[src/rtl/afsel_guard_pkg.sv]
// Shared offsets and key for the keyed commit guard.
package afsel_guard_pkg;
    localparam int          OFS_W     = 12;
    localparam logic [11:0] OFS_AFSEL = 12'h420;
    localparam logic [11:0] OFS_LOCK  = 12'h520;
    localparam logic [11:0] OFS_CMT   = 12'h524;
    localparam logic [31:0] UNLOCK_KEY = 32'h0ACC_E551;
endpackage

[src/rtl/guard_lock.sv]
// guard_lock: holds the lock flag. Any write to the lock register sets it,
// except a write of the exact key, which clears it.
// Assumes: wr_hit is a single-cycle qualified write to the lock offset.
module guard_lock #(
    parameter int          KEY_W = 32,
    parameter logic [31:0] KEY   = 32'h0ACC_E551
) (
    input  logic             clk,
    input  logic             rst_n,
    input  logic             wr_hit,
    input  logic [KEY_W-1:0] wdata,
    output logic             locked
);
    localparam logic [KEY_W-1:0] KEY_V = KEY_W'(KEY);

    logic armed;

    // Lock flag: set on reset and on any non-key write, cleared by the key.
    always_ff @(posedge clk) begin
        if (!rst_n)      locked <= 1'b1;
        else if (wr_hit) locked <= (wdata != KEY_V);
    end

    // Arms the checks one cycle after reset is released.
    always_ff @(posedge clk) armed <= rst_n;


    key_unlocks_chk: assert property (@(posedge clk) disable iff (!rst_n)
        (wr_hit && wdata == KEY_V) |=> !locked);

    other_locks_chk: assert property (@(posedge clk) disable iff (!rst_n)
        (wr_hit && wdata != KEY_V) |=> locked);

    lock_hold_chk: assert property (@(posedge clk) disable iff (!rst_n || !armed)
        !wr_hit |=> $stable(locked));
endmodule

[src/rtl/guard_commit.sv]
// guard_commit: commit mask register, loadable only while unlocked.
// Assumes: wr_hit is a qualified write to the commit offset.
module guard_commit #(
    parameter int PIN_W = 8
) (
    input  logic             clk,
    input  logic             rst_n,
    input  logic             wr_hit,
    input  logic             locked,
    input  logic [PIN_W-1:0] wdata,
    output logic [PIN_W-1:0] mask
);
    logic armed;

    // Mask register: resets to all ones, loads only when unlocked.
    always_ff @(posedge clk) begin
        if (!rst_n)                 mask <= '1;
        else if (wr_hit && !locked) mask <= wdata;
    end

    // Arms the checks one cycle after reset is released.
    always_ff @(posedge clk) armed <= rst_n;


    locked_drop_chk: assert property (@(posedge clk) disable iff (!rst_n || !armed)
        (wr_hit && locked) |=> $stable(mask));

    unlocked_load_chk: assert property (@(posedge clk) disable iff (!rst_n)
        (wr_hit && !locked) |=> mask == $past(wdata));
endmodule

[src/rtl/guard_altfn.sv]
// guard_altfn: alternate-function register with per-bit write enables
// taken from the commit mask. One flop per pin is generated.
// Assumes: wr_hit is a qualified write to the alternate-function offset.
module guard_altfn #(
    parameter int PIN_W = 8
) (
    input  logic             clk,
    input  logic             rst_n,
    input  logic             wr_hit,
    input  logic [PIN_W-1:0] mask,
    input  logic [PIN_W-1:0] wdata,
    output logic [PIN_W-1:0] af
);
    logic armed;

    for (genvar i = 0; i < PIN_W; i++) begin : g_bit
        // Per-pin flop: written only when its commit bit is set.
        always_ff @(posedge clk) begin
            if (!rst_n)                   af[i] <= 1'b0;
            else if (wr_hit && mask[i])   af[i] <= wdata[i];
        end
    end

    // Arms the checks one cycle after reset is released.
    always_ff @(posedge clk) armed <= rst_n;


    masked_bits_chk: assert property (@(posedge clk) disable iff (!rst_n || !armed)
        ((af ^ $past(af)) & ~$past(mask)) == '0);

    open_bits_chk: assert property (@(posedge clk) disable iff (!rst_n)
        wr_hit |=> ((af ^ $past(wdata)) & $past(mask)) == '0);
endmodule

[src/rtl/afsel_guard.sv]
// afsel_guard: top of the keyed commit guard. Decodes the register port,
// instantiates lock, commit and alternate-function stages, and muxes reads.
// Assumes: PIN_W <= DATA_W, and a write lasts one cycle per strobe.
module afsel_guard
    import afsel_guard_pkg::*;
#(
    parameter int          PIN_W  = 8,
    parameter int          ADDR_W = 12,
    parameter int          DATA_W = 32,
    parameter logic [31:0] KEY    = UNLOCK_KEY
) (
    input  logic              clk,
    input  logic              rst_n,
    input  logic              bus_wr,
    input  logic [ADDR_W-1:0] bus_addr,
    input  logic [DATA_W-1:0] bus_wdata,
    output logic [DATA_W-1:0] bus_rdata,
    output logic [PIN_W-1:0]  alt_func
);
    localparam logic [ADDR_W-1:0] A_LOCK = ADDR_W'(OFS_LOCK);
    localparam logic [ADDR_W-1:0] A_CMT  = ADDR_W'(OFS_CMT);
    localparam logic [ADDR_W-1:0] A_AF   = ADDR_W'(OFS_AFSEL);

    logic             hit_lock, hit_cmt, hit_af;
    logic             locked;
    logic [PIN_W-1:0] mask;
    logic [PIN_W-1:0] af;
    logic             armed;

    // Address decode for writes.
    always_comb begin
        hit_lock = bus_wr && (bus_addr == A_LOCK);
        hit_cmt  = bus_wr && (bus_addr == A_CMT);
        hit_af   = bus_wr && (bus_addr == A_AF);
    end

    guard_lock #(.KEY_W(DATA_W), .KEY(KEY)) lock_i (
        .clk(clk), .rst_n(rst_n), .wr_hit(hit_lock),
        .wdata(bus_wdata), .locked(locked)
    );

    guard_commit #(.PIN_W(PIN_W)) cmt_i (
        .clk(clk), .rst_n(rst_n), .wr_hit(hit_cmt), .locked(locked),
        .wdata(bus_wdata[PIN_W-1:0]), .mask(mask)
    );

    guard_altfn #(.PIN_W(PIN_W)) af_i (
        .clk(clk), .rst_n(rst_n), .wr_hit(hit_af), .mask(mask),
        .wdata(bus_wdata[PIN_W-1:0]), .af(af)
    );

    assign alt_func = af;

    // Read mux: zero-extended register values, zero for unmapped offsets.
    always_comb begin
        bus_rdata = '0;
        if (bus_addr == A_LOCK)      bus_rdata[0]         = locked;
        else if (bus_addr == A_CMT)  bus_rdata[PIN_W-1:0] = mask;
        else if (bus_addr == A_AF)   bus_rdata[PIN_W-1:0] = af;
    end

    // Arms the checks one cycle after reset is released.
    always_ff @(posedge clk) armed <= rst_n;


    unmapped_wr_chk: assert property (@(posedge clk) disable iff (!rst_n || !armed)
        (bus_wr && !hit_lock && !hit_cmt && !hit_af)
        |=> ($stable(alt_func) && $stable(locked) && $stable(mask)));

    reset_state_chk: assert property (@(posedge clk)
        !rst_n |=> (locked && mask == '1 && alt_func == '0));
endmodule

[config.mk]
export PLATFORM = sky130hd
export DESIGN_NAME = afsel_guard
export DESIGN_NICKNAME = d
export VERILOG_FILES = /design/src/rtl/afsel_guard_pkg.sv /design/src/rtl/guard_lock.sv /design/src/rtl/guard_commit.sv /design/src/rtl/guard_altfn.sv /design/src/rtl/afsel_guard.sv
export SDC_FILE = /design/constraint.sdc
export NUM_CORES = 1
export LEC_CHECK = 0
export ABC_AREA = 1
export ABC_CLOCK_PERIOD_IN_PS = 1200
export BUFFER_PORTS_ARGS = -buffer_cell sky130_fd_sc_hd__buf_4
export CORE_ASPECT_RATIO = 0.75
export CORE_MARGIN = 5
export CORE_UTILIZATION = 40
export CTS_BUF_LIST = sky130_fd_sc_hd__clkbuf_4 sky130_fd_sc_hd__clkbuf_8
export DETAILED_ROUTE_END_ITERATION = 8
export PLACE_DENSITY = 0.78
export SLEW_MARGIN = 20
export SYNTH_ARGS = -nofsm -noshare
export SYNTH_HDL_FRONTEND = slang
export SYNTH_HIERARCHICAL = 1
export SYNTH_SLANG_ARGS = --single-unit
[constraint.sdc]
create_clock -name clk -period 1.2 [get_ports clk]
set_clock_uncertainty 0.15 [all_clocks]
set_input_delay 0 -clock clk [delete_from_list [all_inputs] [get_ports clk]]
set_output_delay 0 -clock clk [all_outputs]
set_load 0.05 [all_outputs]
After elaboration in Yosys (flattened, before gate mapping) --
Cells that the tools add are included.
Storage, ports and cells: logic and storage cells 31, register bits 17, output and inout bits 40, bits of input ports 47
Operators by class: reductions and logical operators 13, muxes and demuxes 4, eq/ne operators 4
Operators by type and width (number):
- 12-bit by 11-bit equality test with 1-bit output (second input constant) | 3
- 32-bit by 28-bit != test with 1-bit output (second input constant) | 1
- 8-bit two-way mux | 2
- 1-bit logical AND | 12
- 7-bit two-way mux | 1
- 1-bit logical NOT | 1
- 1-bit two-way mux | 1

Depth between registers and ports, before layout --
word-level depth 4, depth in mapped cells 10, mapped depth without buffers 9

Modules after synthesis --
Netlist, hierarchy kept.
By module, submodules not included:
- afsel_guard | times used 1, cells each 98, area each 530.5 µm², sequential area each 0.0 µm²
- guard_altfn | times used 1, cells each 58, area each 376.6 µm², sequential area each 160.2 µm²
- guard_commit | times used 1, cells each 36, area each 300.3 µm², sequential area each 160.2 µm²
- guard_lock | times used 1, cells each 54, area each 222.7 µm², sequential area each 20.0 µm²

Worst setup path before layout --
No wires, ideal clock.
path type register to output, start point reg af_i.af[3], end point out bus_rdata[3], buffers on the path 0, stages on the path, launching flop included 5, required time 1.050 ns, path slack -0.493 ns, arrival time 1.543 ns, cell sequence dfxtp_1 -> nand3_1 -> nand2_2 -> inv_1 -> nor2_1
Between the ends: word-level cells in the longest chain between the ends 3
RTL lines:
- start, declared | line guard_altfn.sv:12 | output logic [PIN_W-1:0] af
- start signal, assigned by index | line guard_altfn.sv:20 | else if (wr_hit && mask[i]) af[i] <= wdata[i];
- 8-bit two-way mux | line afsel_guard.sv:59 | else if (bus_addr == A_AF) bus_rdata[PIN_W-1:0] = af;
- 8-bit two-way mux | line afsel_guard.sv:58 | else if (bus_addr == A_CMT) bus_rdata[PIN_W-1:0] = mask;
- 7-bit two-way mux | line afsel_guard.sv:57 | if (bus_addr == A_LOCK) bus_rdata[0] = locked;
- end, declared | line afsel_guard.sv:17 | output logic [DATA_W-1:0] bus_rdata,
No other way between the ends.

Final worst setup path --
start point in bus_addr[9], end point out bus_rdata[0]
Between the ends: word-level cells in the longest chain between the ends 4, elaborated cells between the ends (all ways) 6, classes of those cells 3 x eq/ne; 3 x mux
RTL lines:
- start, declared | line afsel_guard.sv:15 | input logic [ADDR_W-1:0] bus_addr,
- 12-bit by 11-bit equality test with 1-bit output | line afsel_guard.sv:59
- 8-bit two-way mux | line afsel_guard.sv:59
- 8-bit two-way mux | line afsel_guard.sv:58
- 1-bit two-way mux (*) | line afsel_guard.sv:57
Every way passes the cells marked *; elsewhere a longest branch is shown, timed or not.

==> metrics.md <==
| Metric | Value |
|---|---|
| Yosys reg bits | `17` |
| Top FF cell, synth | `dfxtp_1` |
| Initial antenna violation count | `0` |
| Ant. Diodes | `0` |
| Synth top cells by count | `nand2_1, inv_1, nor2_1` |
| Max Freq | `between 0.8 and 0.9 GHz` |
| Maximum root-to-sink buffer count | `2` |
| Cells along the critical path | `buf_4, inv_1, nand2_1, nor2_2, nand3_4, buf_6, nand2_2, nand3_2, nand2_2, buf_8` |
| Via/cell ratio | `4.49` |
| GR Util All Layers | `17.3%` |
| Worst hold-check path type | `input pin to flip-flop` |
| # fillers | `~270` |
| Number of global-route vias before repair | `1582` |
| Worst path setup slack after routing | `-0.0478 ns` |
| Syn avg cell area | `5.81 sq um` |
| Unrepaired setup endpoints after global routing | `true` |
| WL final | `4670 um` |
| Placed Area | `about 2000 sq um` |
| Iteration-0 DRC Markers | `63` |
| TritonCTS buffer count | `3` |
| Clock sinks | `17` |
| Number of H-tree levels | `1` |
| CTS tree | `yes` |
| Area occupied by multi-input gates | `around 1000 sq um` |
| Slowest CP cell | `buf_6` |
| Synth-to-layout area growth | `74.6%` |
| FF+latch area | `355 sq um` |
| Total grt overflow | `0` |
| Post-DP HPWL | `3070 um` |
| Crit share post-route | `104%` |
| Syn. warnings | `6` |
| Violated checks | `negative hold slack, negative setup slack` |
| Fin. Hold Viols | `3` |
| Share of post-route cells with drive strength above 1 | `between 40% and 50%` |
| First-pass GRT wire length | `around 6700 um` |
| CP Launch Type | `input pin` |
| CP bufs+invs | `4` |
| CP Max Fanout | `7` |
| Post-route core utilization | `74.4%` |
| Reg power frac | `about two fifths` |
| Slew Limit Fails | `0` |
| Post-synth top area share | `a little under a quarter` |
| Setup WS pre-CTS | `-0.137 ns` |
| Number of synthesized flops with an enable pin | `0` |
| # IOs | `87` |
| Internal power | `0.974 mW` |
| Die area | `around 5000 sq um` |
| Cell row count | `18` |
| Outcome | `complete, but fails checks` |
| Static leakage | `~1.3 nW` |
| DRC | `0` |
| Synth cell types | `21` |
| Final Setup Violations | `8` |
| Die H | `roughly 62 um` |
| Maxcap violations | `0` |
| Critical Path Sink Type | `primary output` |
| Synth Instances | `246` |
| Area leader, netlist | `dfxtp_1` |
| Top cells by area, synth | `dfxtp_1, nand2_1, buf_4, inv_1, nor2_1` |
| Most frequent CP cell | `nand2_2` |
| CTS root buffer | `clkbuf_8` |
| Cell area after layout | `about 2500 sq um` |
| Final min period | `~1.2 ns` |
| Post-synthesis cell area | `approximately 1400 sq um` |
| Arr. time, crit path | `1.10 ns` |
| GPL Wtd Cong | `0.806` |
| IO Port Bufs | `62` |
| Initial core utilization | `42.6%` |
| Largest net degree at the start of global routing | `18` |
| Maximum vdd drop | `between 0.4 and 0.5 mV` |
| CP required | `about 1.1 ns` |
| Die X-Extent | `between 70 and 80 um` |
| Tot Pwr | `1.45 mW` |
| Delay-heaviest family, CP | `simple AND/OR/NAND/NOR gates` |
| Most frequent cell after synthesis | `nand2_1` |
| WL per Instance | `around 12 um` |
| Via Count | `between 1500 and 2000` |
| CTS clk-pin slew, worst paths | `~0.060 ns` |
| Ys async rst share | `0%` |
| Nets | `383` |
| First-pass detailed-route iteration total | `4` |
| Hold Slack | `-0.0391 ns` |
| R2R Setup Slk | `around 0.16 ns` |
| Sw frac | `33.0%` |
| Pwr/cell area | `582 nW/um^2` |
| Setup TNS | `-0.165 ns` |
| Power share of the combinational group | `between 20% and 30%` |
| Worst-skew pair later-pin latency | `~0.26 ns` |
| Register area share after synthesis | `23.8%` |
| P_sw | `between 0.4 and 0.5 mW` |
| CP Class | `input pin to primary output` |
| Slowest stage delay, CP | `around 0.16 ns` |
| Core area | `roughly 3400 sq um` |
| Power share of the clock group | `approximately a third` |
| Number of antenna-violating nets in the routed design | `0` |
## layout by cell type, fill, tap and decap left out
cell	instances
inv_2	6
nor2_1	27
nand3_4	2
clkbuf_4	1
nand2_4	5
nor4_4	1
clkinv_4	1
buf_8	9
o21ai_4	1
nor2_4	16
o21ai_2	6
nand3_1	17
nand2_1	51
nand2_2	15
dfxtp_1	5
nor2_2	1
inv_1	37
a21boi_0	1
buf_6	11
dlymetal6s4s_1	2
inv_4	1
dfxtp_2	12
conb_1	24
buf_4	62
nand3_2	11
clkbuf_8	3
dlygate4sd3_1	7
## state kept, by name, indices dropped and copies added (netlist names)
register and count:
cmt_i/mask 8, lock_i/locked 1, af_i/af 8
## worst min-delay path, delay by kind of cell
family        cells  cell delay, ns
buf+inv           1            0.20
simple gates      2            0.13
## area by class of cell
type                       instances  area share, %
clock buffer                       4           1.95
multi-input combinational        178           41.9
timing repair buffer              91           32.8
sequential                        17           14.2
tap                               40           2.00
inverter                          45           7.06
## per-stage QoR
stage | instances | hold slack (ns)
3_5_place_dp | 354 | 0.104
4_1_cts | 375 | 0.00741
3_3_place_gp | 354 | 0.0954
5_1_grt | 375 | 0.0218
2_1_floorplan | 269 | -0.0160
6_report | 375 | -0.0391
## power groups by stage
stage	Clock, mW	Sequential [mW]	Combinational [mW]
after floorplan	0	0.577	0.283
after global placement	0	0.577	0.361
after detailed placement	0	0.577	0.365
after CTS	0.472	0.564	0.403
after global routing	0.494	0.563	0.454
final	0.464	0.564	0.426
## routing by layer
layer / part of all wire, % / vias to the layer above / GRT usage [%]
met4: 1.4 / 0 / 3.92
met5: 0 / - / 0
li1: - / 858 / -
met1: 39 / 759 / 19.9
met2: 53 / 57 / 33.3
met3: 7.1 / 9 / 4.03
## repair_timing
item	in CTS	in global routing
buffers inserted	8	5
endpoints found under the hold margin	17	0
endpoints found under the setup margin	8	17
gates resized for setup	41	48
pin swaps	11	31
hold buffers	9	0
## worst paths after layout
| check | startpoint | endpoint | cells past startpoint |
|---|---|---|---|
| max | bus_addr[9] | bus_rdata[0] | 10 |
| min | bus_wdata[2] | af_i/af[2] | 3 |
| max reg2reg | lock_i/locked | cmt_i/mask[7] | 4 |
| min reg2reg | cmt_i/mask[0] | cmt_i/mask[0] | 2 |
## kinds of logic after synthesis
kind of cell           count (synthesis)  share of synthesized area [%]
and+or+nand+nor                      146                           45.5
buffers and inverters                 74                           27.5
DFF                                   17                           23.8
AOI/OAI and AO/OA                      8                           2.97
other                                  1                          0.262
Note: power is estimated with default switching activity, not from simulation.
